==> src/rtl/dual_dac_frame_tx.sv <==
module dual_dac_frame_tx #(
  parameter int HALF_DIV = 2,
  parameter int CMD_W    = 16
) (
  input  logic             clk,
  input  logic             rst_n,
  input  logic             in_valid,
  output logic             in_ready,
  input  logic [CMD_W-1:0] word_a,
  input  logic [CMD_W-1:0] word_b,
  output logic             sclk,
  output logic             sync_n,
  output logic             sdo_a,
  output logic             sdo_b
);
  localparam int CW = $clog2(2*HALF_DIV) + 1;
  localparam int BW = $clog2(CMD_W);
  localparam logic [CW-1:0] HALF_LD  = CW'(HALF_DIV - 1);
  localparam logic [CW-1:0] GAP_LD   = CW'(2*HALF_DIV - 1);
  localparam logic [BW-1:0] LAST_BIT = BW'(CMD_W - 1);

  typedef enum logic [1:0] {S_IDLE, S_SHIFT, S_GAP} st_t;

  st_t             st;
  logic [CW-1:0]   tick;
  logic [BW-1:0]   bits;
  logic [CMD_W-1:0] sh_a, sh_b;

  wire take     = in_valid && in_ready;
  wire tick_end = (tick == '0);

  assign in_ready = (st == S_IDLE);
  assign sdo_a    = sh_a[CMD_W-1];
  assign sdo_b    = sh_b[CMD_W-1];

  always_ff @(posedge clk or negedge rst_n) begin
    if (!rst_n) begin
      st     <= S_IDLE;
      tick   <= '0;
      bits   <= '0;
      sclk   <= 1'b0;
      sync_n <= 1'b1;
      sh_a   <= '0;
      sh_b   <= '0;
    end else begin
      case (st)
        S_IDLE: if (take) begin
          st     <= S_SHIFT;
          sync_n <= 1'b0;
          tick   <= HALF_LD;
          bits   <= '0;
          sh_a   <= {1'b0, word_a[CMD_W-2:0]};
          sh_b   <= {1'b0, word_b[CMD_W-2:0]};
        end
        S_SHIFT: begin
          if (!tick_end) tick <= tick - 1'b1;
          else begin
            tick <= HALF_LD;
            if (!sclk) sclk <= 1'b1;
            else begin
              sclk <= 1'b0;
              if (bits == LAST_BIT) begin
                st     <= S_GAP;
                sync_n <= 1'b1;
                tick   <= GAP_LD;
              end else begin
                bits <= bits + 1'b1;
                sh_a <= sh_a << 1;
                sh_b <= sh_b << 1;
              end
            end
          end
        end
        S_GAP: begin
          if (tick_end) st <= S_IDLE;
          else tick <= tick - 1'b1;
        end
        default: st <= S_IDLE;
      endcase
    end
  end
endmodule

==> config.mk <==
export PLATFORM = sky130hd
export DESIGN_NAME = dual_dac_frame_tx
export DESIGN_NICKNAME = d
export VERILOG_FILES = /design/src/rtl/dual_dac_frame_tx.sv
export SDC_FILE = /design/constraint.sdc
export NUM_CORES = 1
export LEC_CHECK = 0
export BUFFER_PORTS_ARGS = -buffer_cell sky130_fd_sc_hd__buf_2
export CORE_ASPECT_RATIO = 1.75
export CORE_UTILIZATION = 50
export DETAILED_ROUTE_END_ITERATION = 7
export PLACE_DENSITY = 0.76
export SYNTH_ARGS = -nofsm -noshare
export SYNTH_HDL_FRONTEND = slang
export SYNTH_SLANG_ARGS = --single-unit
==> constraint.sdc <==
create_clock -name clk -period 1.78 [get_ports clk]
set_input_delay 0.089 -clock clk [delete_from_list [all_inputs] [get_ports clk]]
set_output_delay 0.089 -clock clk [all_outputs]
set_load 0.01 [all_outputs]
==> metrics.txt <==
status=finished, final reports clean; Finished Layout Cells=291; # DRC=0; Pwr Density=1690 mW/mm^2; slowest library cell on the worst path=dfrtp_1; fmax=0.581 GHz; number of global-route vias before repair=1801; top post-synthesis cells by area=dfrtp_1 (47%), o221a_1 (9.1%), or3_1 (7.0%); slowest stage delay, CP=420 ps; slew margin rel.=63.7%; Worst IR Drop VDD=1.03 mV; CTS tree=yes; sequential-to-total area share from yosys stat=48.3%; post-synthesis adder-cell area fraction=3.92%; CTS Buffer Depth=2; Synth async-reset ratio=100%; Synth Area in XOR/XNOR=0.392%; setup violators final=0; hpwl dp=3570 um; YS warnings=0; drt total wl=5300 um; area grow syn2layout=21.5%; Port Buffers=37; area share of the largest cell type after synthesis=47.1%; share of layout cells above drive strength 1=34.7%; Post-synth EDFFs=0; Setup WS pre-CTS=-20.1 ps; core footprint=0.00419 sq mm; H-tree levels=2; TritonCTS sink count=43; CP cell instances=inv_1, ha_4, mux2i_4, a21oi_4, and2_4, o221a_2; # rows=31; Layout Nets=283; Worst Setup Slack, final=60.2 ps; mux contribution to synthesized area=0.617%; first-pass GRT wire length=8270 um; crit path kind=reg -> reg; gr ovfl total=0; Min-Delay Path Class=in -> reg; post-route antenna net violation count=0; Detailed Route Iter0 Violations=44; Yosys cell types=44; largest net degree at the start of global routing=44; Starting Density=53.3%; Synth Cell Area=0.00223 sq mm; fin crit share=96.6%; CTS root buf=clkbuf_8; nature of the critical path startpoint=register; minimum clock period=1720 ps; dominant synthesized flop cell=dfrtp_1; Least-Margin Pin Slew=545 ps; GPL Wtd Cong=0.737; clock skew=4.63 ps; Slew Limit Fails=0; Avg Cell Area, Syn=11.4 sq um; Tot GR Track Use=23.7%; area leader, netlist=dfrtp_1; total placed cells including tap cells=281; RSZ-0062 raised after global routing=yes; Num CTS Buffers=5; Syn Nets=237; Pleak=1.14 nW; Syn Inst Count=195; crit path DAT=1910 ps; CP Capture Type=register; FF+latch count, synth=43; Worst Path Required=1970 ps; die height=90.4 um; via count=1777; Max-Cap Viols=0; Via density=6.11; FILL cells=355; Die ar.=0.00475 sq mm; largest family of logic cells by synthesized area=compound AO/OA/AOI/OAI gates; final hold vios=0; ant diodes=0; I/O Pins=40; Critical Path Fanout Max=13; Die W=52.5 um; worst skew pair latency=300 ps; WL per Instance=18.2 um; initial antenna violation count=0; total iterations of the first detailed-routing run=4; clk slew on worst S/H paths=80 ps; Post-Synth Simple-Gate Area=16.3%; post-synthesis compound-gate area fraction=24.7%
placed cells by master (no fill, tap or decap), types with 6 or more instances in the layout:
cell type and count:
o21ai_0 8, buf_4 11, o221a_1 18, or3_1 25, nand2_1 10, a21oi_1 7, dfrtp_1 42, a22o_1 6
inv_1 9, buf_2 37
cells by family after synthesis:
group | after synthesis
AO/OA/AOI/OAI | 61
XOR/XNOR | 1
adder cells (fa/ha/maj) | 7
buffers and inverters | 22
flip-flops | 43
multiplexers | 1
AND/OR/NAND/NOR | 60
per-layer routing:
| layer | vias to the layer above | GRT usage (%) | routed length, um |
|---|---|---|---|
| met5 | - | 0 | 0 |
| met4 | 0 | 8.77 | 76 |
| met3 | 5 | 5.89 | 163 |
| met2 | 28 | 40.4 | 2930 |
| met1 | 898 | 27.4 | 2130 |
| li1 | 846 | - | - |
cells in the mapped netlist (all sizes together) (2+ instances only):
cell type  count
dfrtp         42
o221a         25
or3           25
nand2         11
inv            9
a21oi          8
o21ai          8
clkbuf         7
ha             7
a22o           6
buf            6
nand3          4
nor2           4
nor4           3
o22ai          3
a211oi         2
a2bb2oi        2
a31oi          2
and2b          2
and3           2
nor2b          2
registers in the layout (all words and copies together) (netlist names):
register	flops
sclk	1
st	2
tick	3
sh_a	16
bits	4
sh_b	16
sync_n	1
where the power goes:
part           internal, mW  switching (mW)
Combinational          1.03            1.02
Clock                 0.561           0.347
Sequential             1.35           0.266
Total                  2.94            1.64
per-stage QoR:
step	hold slack [ps]	TNS (ps)	cell area, sq um	utilization, %	power, mW
6_report	12.5	0	2710	64.7	4.58
5_1_grt	14.8	-27.5	2710	64.7	4.85
4_1_cts	5.25	0	2670	63.7	4.49
3_5_place_dp	192	-28.7	2520	60.3	3.56
3_3_place_gp	187	0	2520	60.3	3.49
2_1_floorplan	-207	0	2250	-	3.09
cell type report:
| cell class | instances | area, sq um | share of cell area, % |
|---|---|---|---|
| multi-input cells | 131 | 1090 | 40.1 |
| well taps | 49 | 61.3 | 2.26 |
| clock buffers | 6 | 72.6 | 2.68 |
| repair buffers | 51 | 318 | 11.7 |
| inverters | 9 | 33.8 | 1.25 |
| flip-flops and latches | 43 | 1080 | 39.7 |
| clock inverters | 2 | 60.1 | 2.22 |
worst paths after layout:
| path | cells past startpoint | slack (ps) | endpoint | startpoint |
|---|---|---|---|---|
| worst max-delay path | 6 | 60 | sh_a[11] | st[0] |
| worst min-delay path | 2 | 10 | sh_b[0] | word_b[0] |
| worst max register to register | 6 | 60 | sh_a[11] | st[0] |
| worst min register to register | 2 | 520 | sync_n | sync_n |
| max in group asynchronous | 3 | 1010 | sh_a[4] | rst_n |
| min in group asynchronous | 3 | 390 | sh_b[4] | rst_n |
timing repair:
| action | in CTS | in global routing |
|---|---|---|
| hold endpoints to repair | 42 | 0 |
| gates resized for setup | 1 | 9 |
| gates cloned | 0 | 1 |
| setup buffers | 0 | 0 |
| setup endpoints to repair | 26 | 31 |
| pin swaps | 0 | 1 |
| hold buffers | 1 | 0 |
worst max-delay path, delay by kind of cell (launching register included):
family,cells,cell delay [ps]
buffers and inverters,1,130
muxes,1,270
adders and majority gates,1,190
and+or+nand+nor,1,230
AOI/OAI and AO/OA,2,350
DFF,1,420
Power figures use the tool's default switching activity.
